$ cat config.mk
export PLATFORM = sky130hd
export DESIGN_NAME = lpm_clock_ctrl
export DESIGN_NICKNAME = d
export VERILOG_FILES = /design/src/rtl/lpm_pkg.sv /design/src/rtl/lpm_datapath.sv /design/src/rtl/lpm_control.sv /design/src/rtl/lpm_clock_ctrl.sv
export SDC_FILE = /design/constraint.sdc
export NUM_CORES = 1
export LEC_CHECK = 0
export ABC_CLOCK_PERIOD_IN_PS = 2300
export BUFFER_PORTS_ARGS = -buffer_cell sky130_fd_sc_hd__buf_2
export CAP_MARGIN = 20
export CORE_UTILIZATION = 40
export CTS_BUF_LIST = sky130_fd_sc_hd__clkbuf_16
export DETAILED_ROUTE_END_ITERATION = 10
export PLACE_DENSITY = 0.71
export RECOVER_POWER = 25
export SYNTH_ARGS = -nofsm -noshare
export SYNTH_HDL_FRONTEND = slang
export SYNTH_SLANG_ARGS = --single-unit
$ cat constraint.sdc
create_clock -name clk -period 2.3 [get_ports clk]
set_input_delay 0.46 -clock clk [delete_from_list [all_inputs] [get_ports clk]]
set_output_delay 0.46 -clock clk [all_outputs]
set_load 0.1 [all_outputs]
$ cat src/rtl/lpm_pkg.sv
package lpm_pkg;

  typedef enum logic [1:0] {
    SPD_HIGH = 2'b00,
    SPD_MED  = 2'b01,
    SPD_LOW  = 2'b10,
    SPD_LPWR = 2'b11
  } speed_e;

  typedef enum logic [1:0] {
    ST_RUN,
    ST_WAIT,
    ST_STOP,
    ST_STAB
  } pmState_e;

  typedef struct packed {
    logic enterStop;
    logic stopWake;
    logic stabTick;
  } ctlStrobe_t;

endpackage

$ cat src/rtl/lpm_datapath.sv
module lpm_datapath
  import lpm_pkg::*;
#(
  parameter int          DataW      = 8,
  parameter int          AddrW      = 8,
  parameter int          CntW       = 16,
  parameter logic [7:0]  SysAddr    = 8'h06,
  parameter logic [7:0]  ClkAddr    = 8'h07,
  parameter int          StopBit    = 0,
  parameter int          WaitPerBit = 2,
  parameter int          DivBit     = 6
) (
  input  logic             clk,
  input  logic             rstN,
  input  logic             wrEn,
  input  logic [AddrW-1:0] wrAddr,
  input  logic [DataW-1:0] wrData,
  input  speed_e           speedMode,
  input  logic [CntW-1:0]  stabCycles,
  input  ctlStrobe_t       stb,
  output logic [DataW-1:0] sysReg,
  output logic [DataW-1:0] clkReg,
  output logic             stopReq,
  output logic             waitPerStop,
  output logic             stabDone
);

  localparam logic [DataW-1:0] SysReset = DataW'(1) << DivBit;
  localparam logic [AddrW-1:0] SysA     = AddrW'(SysAddr);
  localparam logic [AddrW-1:0] ClkA     = AddrW'(ClkAddr);
  localparam logic [CntW-1:0]  CntOne   = CntW'(1);

  speed_e           prevSpeed;
  logic [CntW-1:0]  stabCnt;
  logic [DataW-1:0] sysNext, clkNext;
  logic             fastMode, lpEntry, forceDiv;

  assign fastMode = (speedMode == SPD_HIGH) || (speedMode == SPD_MED);
  assign lpEntry  = (speedMode == SPD_LPWR) && (prevSpeed != SPD_LPWR);
  assign forceDiv = (stb.enterStop && fastMode) || lpEntry;

  always_comb begin
    sysNext = sysReg;
    if (wrEn && wrAddr == SysA) sysNext = wrData;
    if (forceDiv) sysNext[DivBit] = 1'b1;
  end

  always_comb begin
    clkNext = clkReg;
    if (wrEn && wrAddr == ClkA) clkNext = wrData;
    if (stb.stopWake) clkNext[StopBit] = 1'b0;
  end

  always_ff @(posedge clk or negedge rstN) begin
    if (!rstN) begin
      sysReg    <= SysReset;
      clkReg    <= '0;
      prevSpeed <= SPD_HIGH;
      stabCnt   <= '0;
    end else begin
      sysReg    <= sysNext;
      clkReg    <= clkNext;
      prevSpeed <= speedMode;
      if (stb.stopWake)      stabCnt <= stabCycles;
      else if (stb.stabTick) stabCnt <= stabCnt - CntOne;
    end
  end

  assign stopReq     = clkReg[StopBit];
  assign waitPerStop = clkReg[WaitPerBit];
  assign stabDone    = (stabCnt <= CntOne);


  divsel_stop_force_chk: assert property (@(posedge clk) disable iff (!rstN)
    (stb.enterStop && fastMode) |=> sysReg[DivBit]);


  stop_clear_chk: assert property (@(posedge clk) disable iff (!rstN)
    stb.stopWake |=> !clkReg[StopBit]);


  divsel_lp_force_chk: assert property (@(posedge clk) disable iff (!rstN)
    ((speedMode == SPD_LPWR) && (prevSpeed != SPD_LPWR)) |=> sysReg[DivBit]);

endmodule

$ cat src/rtl/lpm_control.sv
module lpm_control
  import lpm_pkg::*;
#(
  parameter int LevelW = 3
) (
  input  logic              clk,
  input  logic              rstN,
  input  logic              waitStrobe,
  input  logic              irqReq,
  input  logic              irqEnable,
  input  logic [LevelW-1:0] irqLevel,
  input  logic              nmiReq,
  input  speed_e            speedMode,
  input  logic              stopReq,
  input  logic              waitPerStop,
  input  logic              stabDone,
  output ctlStrobe_t        stb,
  output logic              oscEn,
  output logic              cpuClkEn,
  output logic              wdtClkEn,
  output logic              perClkEn,
  output logic              subClkEn,
  output logic              adcClkEn,
  output logic              wakePulse
);

  pmState_e state, stateNext;
  logic     wakeOk, resumeNow, slowMode, perGate;

  assign wakeOk   = nmiReq || (irqReq && irqEnable && (irqLevel != '0));
  assign slowMode = (speedMode == SPD_LOW) || (speedMode == SPD_LPWR);
  assign perGate  = waitPerStop && !slowMode;

  always_comb begin
    stateNext = state;
    stb       = '0;
    resumeNow = 1'b0;
    unique case (state)
      ST_RUN: begin
        if (stopReq) begin
          stateNext     = ST_STOP;
          stb.enterStop = 1'b1;
        end else if (waitStrobe) begin
          stateNext = ST_WAIT;
        end
      end
      ST_WAIT: begin
        if (wakeOk) begin
          stateNext = ST_RUN;
          resumeNow = 1'b1;
        end
      end
      ST_STOP: begin
        if (wakeOk) begin
          stateNext    = ST_STAB;
          stb.stopWake = 1'b1;
        end
      end
      ST_STAB: begin
        if (stabDone) begin
          stateNext = ST_RUN;
          resumeNow = 1'b1;
        end else begin
          stb.stabTick = 1'b1;
        end
      end
      default: stateNext = ST_RUN;
    endcase
  end

  always_ff @(posedge clk or negedge rstN) begin
    if (!rstN) begin
      state     <= ST_RUN;
      wakePulse <= 1'b0;
    end else begin
      state     <= stateNext;
      wakePulse <= resumeNow;
    end
  end

  always_comb begin
    oscEn    = 1'b1;
    cpuClkEn = 1'b1;
    wdtClkEn = 1'b1;
    perClkEn = 1'b1;
    subClkEn = 1'b1;
    adcClkEn = 1'b1;
    unique case (state)
      ST_RUN: ;
      ST_WAIT: begin
        cpuClkEn = 1'b0;
        wdtClkEn = 1'b0;
        perClkEn = !perGate;
        adcClkEn = !perGate;
      end
      ST_STOP: begin
        oscEn    = 1'b0;
        cpuClkEn = 1'b0;
        wdtClkEn = 1'b0;
        perClkEn = 1'b0;
        subClkEn = 1'b0;
        adcClkEn = 1'b0;
      end
      ST_STAB: begin
        cpuClkEn = 1'b0;
        wdtClkEn = 1'b0;
        perClkEn = 1'b0;
        subClkEn = 1'b0;
        adcClkEn = 1'b0;
      end
      default: ;
    endcase
  end


  pulse_width_chk: assert property (@(posedge clk) disable iff (!rstN)
    wakePulse |=> !wakePulse);


  pulse_cpu_chk: assert property (@(posedge clk) disable iff (!rstN)
    wakePulse |-> (cpuClkEn && !$past(cpuClkEn)));


  nowake_hold_chk: assert property (@(posedge clk) disable iff (!rstN)
    ((state == ST_WAIT) && !nmiReq && !(irqReq && irqEnable && (irqLevel != '0)))
      |=> !cpuClkEn);


  osc_off_chk: assert property (@(posedge clk) disable iff (!rstN)
    !oscEn |-> (!cpuClkEn && !subClkEn && !perClkEn && !adcClkEn));


  wait_sub_chk: assert property (@(posedge clk) disable iff (!rstN)
    (!cpuClkEn && wdtClkEn) |-> 1'b0);

endmodule

$ cat src/rtl/lpm_clock_ctrl.sv
module lpm_clock_ctrl
  import lpm_pkg::*;
#(
  parameter int CntW   = 16,
  parameter int LevelW = 3,
  parameter int DataW  = 8,
  parameter int AddrW  = 8,
  parameter int DivBit = 6
) (
  input  logic              clk,
  input  logic              rstN,
  input  logic              wrEn,
  input  logic [AddrW-1:0]  wrAddr,
  input  logic [DataW-1:0]  wrData,
  input  logic              waitStrobe,
  input  logic              irqReq,
  input  logic              irqEnable,
  input  logic [LevelW-1:0] irqLevel,
  input  logic              nmiReq,
  input  logic [1:0]        speedMode,
  input  logic [CntW-1:0]   stabCycles,
  output logic              oscEn,
  output logic              cpuClkEn,
  output logic              wdtClkEn,
  output logic              perClkEn,
  output logic              subClkEn,
  output logic              adcClkEn,
  output logic              divSel,
  output logic              wakePulse,
  output logic [DataW-1:0]  sysRegQ,
  output logic [DataW-1:0]  clkRegQ
);

  ctlStrobe_t stb;
  speed_e     speedE;
  logic       stopReq, waitPerStop, stabDone;

  assign speedE = speed_e'(speedMode);

  lpm_datapath #(
    .DataW  (DataW),
    .AddrW  (AddrW),
    .CntW   (CntW),
    .DivBit (DivBit)
  ) uData (
    .clk         (clk),
    .rstN        (rstN),
    .wrEn        (wrEn),
    .wrAddr      (wrAddr),
    .wrData      (wrData),
    .speedMode   (speedE),
    .stabCycles  (stabCycles),
    .stb         (stb),
    .sysReg      (sysRegQ),
    .clkReg      (clkRegQ),
    .stopReq     (stopReq),
    .waitPerStop (waitPerStop),
    .stabDone    (stabDone)
  );

  lpm_control #(
    .LevelW (LevelW)
  ) uCtl (
    .clk         (clk),
    .rstN        (rstN),
    .waitStrobe  (waitStrobe),
    .irqReq      (irqReq),
    .irqEnable   (irqEnable),
    .irqLevel    (irqLevel),
    .nmiReq      (nmiReq),
    .speedMode   (speedE),
    .stopReq     (stopReq),
    .waitPerStop (waitPerStop),
    .stabDone    (stabDone),
    .stb         (stb),
    .oscEn       (oscEn),
    .cpuClkEn    (cpuClkEn),
    .wdtClkEn    (wdtClkEn),
    .perClkEn    (perClkEn),
    .subClkEn    (subClkEn),
    .adcClkEn    (adcClkEn),
    .wakePulse   (wakePulse)
  );

  assign divSel = sysRegQ[DivBit];

endmodule

==> Word level (Yosys, flattened, before mapping) <==
Cells that the tools add are included.
{ "op_classes": {"n_reduce_logical": 22, "n_mux": 24, "n_addsub": 1, "order_cmp": 1, "n_eq_ne": 13} }
{ "op_table": {"columns": ["op", "n"], "rows": [
  ["$mux W16", 2],
  ["$eq A8 B3 Y1 const B", 2],
  ["$le A16 B1 Y1 const B", 1],
  ["$sub A16 B1 Y16 const B", 1],
  ["$mux W1", 13],
  ["$mux W2", 5],
  ["$eq A2 B2 Y1 const B", 4],
  ["$pmux W2 S4", 1],
  ["$logic_and A1 B1 Y1", 7],
  ["$mux W7", 1],
  ["$reduce_bool A2 Y1", 3],
  ["$eq A2 B1 Y1 const B", 2],
  ["$logic_not A2 Y1", 2],
  ["$logic_or A1 B1 Y1", 4],
  ["$ne A2 B1 Y1 const B", 2],
  ["$ne A2 B2 Y1 const B", 2],
  ["$pmux W1 S2", 2],
  ["$reduce_and A4 Y1", 1],
  ["$ne A3 B3 Y1 const B", 1],
  ["$reduce_bool A3 Y1", 1],
  ["$reduce_or A3 Y1", 1],
  ["$logic_not A1 Y1", 2],
  ["$reduce_or A2 Y1", 1]
]} }
{ "word_totals": {"regBits": 37, "wordCells": 69, "output_inout_bits": 24} }

==> Depth between registers and ports, before layout <==
{ "depth": {"word_depth": 6, "mapped_depth": 7, "mapped_depth_nobuf": 7} }

==> Cells and area by module <==
From an unflattened synthesis, not the netlist that was laid out.
{ "unflattened": {"cells_unflattened": 174, "area_unflattened_um2": 1936.9} }
{ "by_module_without_submodules": {"columns": ["module", "area_per_inst_um2", "cells_per_inst", "n_inst", "seq_area_each_um2"], "rows": [
  ["lpm_datapath", 1704.1, 145, 1, 852.1],
  ["lpm_control", 225.2, 28, 1, 75.1],
  ["lpm_clock_ctrl", 7.5, 1, 1, 0.0]
]} }

==> Worst setup path after synthesis <==
No wires, ideal clock.
{ "synth_path": {"kind": "input to output", "from": "input speedMode[1]", "to": "output perClkEn", "cell_stages": 3, "arrival_ps": 2711, "path_slack_ps": -871, "required_time_ps": 1840, "path_cell_list": "inv_1 a31oi_1 buf_4"} }
{ "synth_via": {"elab_chain_len": 6} }
{ "synth_lines": {"columns": ["item", "line_no", "text"], "rows": [
  ["from (decl)", "lpm_clock_ctrl.sv:20", "input logic [1:0] speedMode,"],
  ["$eq A2 B2 Y1", "lpm_control.sv:31", "assign slowMode = (speedMode == SPD_LOW) || (speedMode == SPD_LPWR);"],
  ["$logic_or A1 B1 Y1 (*)", "lpm_control.sv:31", null],
  ["$logic_not A1 Y1 (*)", "lpm_control.sv:32", "assign perGate = waitPerStop && !slowMode;"],
  ["$logic_and A1 B1 Y1 (*)", "lpm_control.sv:32", null],
  ["$logic_not A1 Y1 (*)", null, null],
  ["$pmux W1 S2 (*)", null, null],
  ["to (decl)", "lpm_clock_ctrl.sv:25", "output logic perClkEn,"]
]} }
Every way passes the cells marked *; elsewhere a longest branch is shown, timed or not.

==> Worst setup path after layout <==
{ "layout_path": {"from": "register uCtl.state[0]", "to": "output perClkEn"} }
{ "layout_via": {"elab_chain_len": 3} }
{ "layout_lines": {"columns": ["item", "line_no", "text"], "rows": [
  ["from (decl)", "lpm_control.sv:27", "pmState_e state, stateNext;"],
  ["from (signal assigned)", "lpm_control.sv:76", "state <= stateNext;"],
  ["$eq A2 B2 Y1", "lpm_control.sv:88", "unique case (state)"],
  ["$reduce_or A2 Y1 (no line)", null, null],
  ["$pmux W1 S2 (*)", "lpm_control.sv:88", null]
]} }
Marks and branches as above.

==> summary.txt <==
Final layout
  – Filler cell count: between 400 and 500
  – Area of the multi-input gates: 993.5 sq um
  – Fin util: 53.66%
  – # diodes: 0
  – Most frequent cells in the layout: buf_2 (66), dfrtp_1 (36), nand2_1 (20), mux2_2 (14), nor2_1 (11)
  – Final std cells w/o fill: 316
  – Nets: 294
  – Most common cell after layout, fill and taps aside: buf_2
  – Area Growth Syn to Fin: 27.84%
  – Share of cells above drive strength 1: 45.78%
  – FF+latch area: 927.1 sq um

Drt
  – Initial drt markers: 58
  – Drt total wl: 4019 microns
  – DR vias: between 1500 and 2000
  – DRT Pass-1 Iters: 4
  – Via density: 4.829
  – DRT antenna net count: 0
  – # DRC: 0
  – Avg WL per Cell: 12.72 microns

STA
  – TNS Setup: 0 ps
  – Achievable Freq: 490.1 MHz
  – Final period utilization: 88.70%
  – RSZ-0062 raised after global routing: false
  – Worst Skew: 7.359 ps
  – Worst slew pin tran: 812.2 ps
  – Setup Viol. Count Final: 0
  – Fin. Hold Viols: 0
  – Final worst slack: about 260 ps
  – Max-slew violations: 0
  – Minimum clock period: 2040 ps
  – Slew headroom: around 46%

Die
  – Initial core utilization: 41.97%
  – Die X: 72.64 microns
  – # rows: 25
  – Die area: between 5000 and 6000 sq um
  – Die H: 72.64 microns
  – I/O Pins: 68
  – Core outline area: 4755 sq um

Worst setup path
  – Crit path launch type: register
  – Crit. End Element: output port
  – Worst-path cell chain: buf_4 -> a31oi_4 -> buf_2
  – Critical path fanouts, max: 11
  – WP data arrival: 1580 ps
  – R2r setup slk: approximately 400 ps
  – Slowest cell on crit path: dfrtp_1
  – Critical path class: reg -> out
  – R2r startpoint: uData.stabCnt[7]
  – CP max stage delay: 510 ps
  – Worst EP required: 1840 ps
  – Reg2reg end: uData.stabCnt[1]
  – Worst Reg2Reg Path Length in Cells: 5

Clock network
  – H-tree levels: 2
  – Hold Buf Count CTS: 0
  – Clock latency at the later pin of the worst-skew pair: 280 ps
  – Root Buffer: clkbuf_16
  – CTS Buf Count: 5
  – Setup bufs post-CTS: 0
  – CTS tree: done
  – PostCTS Resize Cnt: 0
  – Clk sink count: 37
  – Clock tree buffer depth: 2
  – Clock transition at path regs: 60 ps

Run status
  – Status: finished clean

Synth
  – Seq/Total Area, Yosys: 46.46%
  – Distinct cells, synth: 46
  – XOR/XNOR Fraction of Synth Area: a little under 5%
  – Post-synthesis simple-gate area fraction: 20.69%
  – Syn Area/Cell: 10.91 sq um
  – Post-synthesis cell count: around 180
  – Post-Synth Adder-Cell Area: 1.254%
  – Syn_nets: 229
  – Area leader, netlist: dfrtp_1
  – Yosys warns: 0
  – Post-Synthesis Cell Area: 1996 sq um
  – Synth Area in Compound Gates: 10.16%
  – Largest family of logic cells by synthesized area: simple AND/OR/NAND/NOR gates
  – #FFs+latches synth: 37
  – Yosys top cell area share: 45.14%
  – Mux contribution to synthesized area: 11.72%
  – Largest cells by area after synthesis: dfrtp_1 (45%), mux2_2 (7.9%), nand2_1 (3.8%)

Global route
  – GR Overflow Total: 0
  – Number of global-route vias before repair: 1455
  – Largest net degree at the start of global routing: 38
  – First-pass GRT wire length: 6575 microns
  – Initial antenna violation count: 0
  – Gr usage total: between 10% and 20%

Place
  – Routability congestion estimate: approximately 0.76
  – Post-DP HPWL: 3033 microns
  – Placed cells: 308
  – PortBufs: 67
  – Post-Place Worst Slack: 355.4 ps

Power
  – P_leak: 0.001208 uW
  – Pwr/cell area: ~1300 nW/um^2
  – Maximum vdd drop: 875.9 uV
  – Comb pwr share: 43.3%
  – Clock Power Share: 23.7%
  – Sw power: 1505 uW
  – Sequential power share: 33.0%
  – Int Pwr: between 1500 and 2000 uW
  – Pwr Total: around 3300 uW
  – Switching Fraction: 45.72%

Hold path
  – Worst hold path type: in -> async

Run
  – Max Cap Viol: 0
## power groups by stage
| stage | logic [uW] | clock network (uW) | registers, uW |
|---|---|---|---|
| final | 1430 | 780 | 1090 |
| after global routing | 1540 | 827 | 1120 |
| after CTS | 1440 | 794 | 1090 |
| after detailed placement | 1430 | 0 | 1090 |
| after global placement | 1420 | 0 | 1090 |
| after floorplan | 1130 | 0 | 1160 |
## how the worst max path moves through the flow
stage,startpoint,end,slack [ps]
3_5_place_dp,irqLevel[1],uData.stabCnt[1],360
5_1_grt,uCtl.state[0],perClkEn,180
2_1_floorplan,uCtl.state[0],perClkEn,120
6_report,uCtl.state[0],perClkEn,260
4_1_cts,uCtl.state[0],perClkEn,240
3_3_place_gp,irqLevel[1],uData.stabCnt[1],370
## critical path: cells and delay by family, from the launching register on
family	cells	cell delay [ps]
buffers and inverters	2	670
AO/OA/AOI/OAI	1	120
flip-flops	1	510
## cells by family after synthesis
family	Yosys count
flip-flops	37
XOR/XNOR	11
AO/OA/AOI/OAI	31
multiplexers	21
AND/OR/NAND/NOR	64
adder cells (fa/ha/maj)	2
buffers and inverters	17
## final cells by class
cell class	count	share of cell area (%)
multi-input cells	129	38.94
flip-flops and latches	37	36.34
repair buffers	70	13.98
clock buffers	5	4.904
well taps	67	3.286
clock inverters	3	1.815
inverters	5	0.7357
## sequential cells by signal, indices dropped and copies added (netlist names)
name / count
uData.stabCnt: 16
uData.clkReg: 8
uData.sysReg: 8
uCtl.state: 2
uData.prevSpeed: 2
uCtl.wakePulse: 1
## cell usage after synthesis, drive strengths merged
library cell / count
nor2: 12
or3: 3
ha: 2
dfrtp: 36
and4: 1
a221oi: 1
nor4b: 2
clkbuf: 1
inv: 5
xor2: 3
and4b: 1
and4bb: 1
a211oi: 1
a31oi: 3
o21ba: 1
or2: 2
xnor2: 8
a21oi: 8
mux2i: 5
buf: 11
and2: 1
nor3b: 1
nand4: 1
o211ai: 1
nand2b: 2
nor4: 7
o21ai: 15
nand3: 3
mux2: 16
nor3: 6
nand2: 20
o211a: 1
nor2b: 1
dfstp: 1
## routing by layer
metal | global-route usage [%] | vias up | wire (microns)
li1 | - | 775 | -
met1 | 21.12 | 705 | 1853
met2 | 26.90 | 41 | 1930
met3 | 4.558 | 5 | 187
met4 | 6.972 | 0 | 48
met5 | 0 | - | 0
## through the flow
stage / area, sq um / hold slack (ps)
after global routing: 2551 / 301.0
after detailed placement: 2381 / 480.0
after global placement: 2381 / 478.2
after CTS: 2552 / 305.9
final: 2551 / 269.3
after floorplan: 2018 / 164.4
Note: power is estimated with default switching activity, not from simulation.
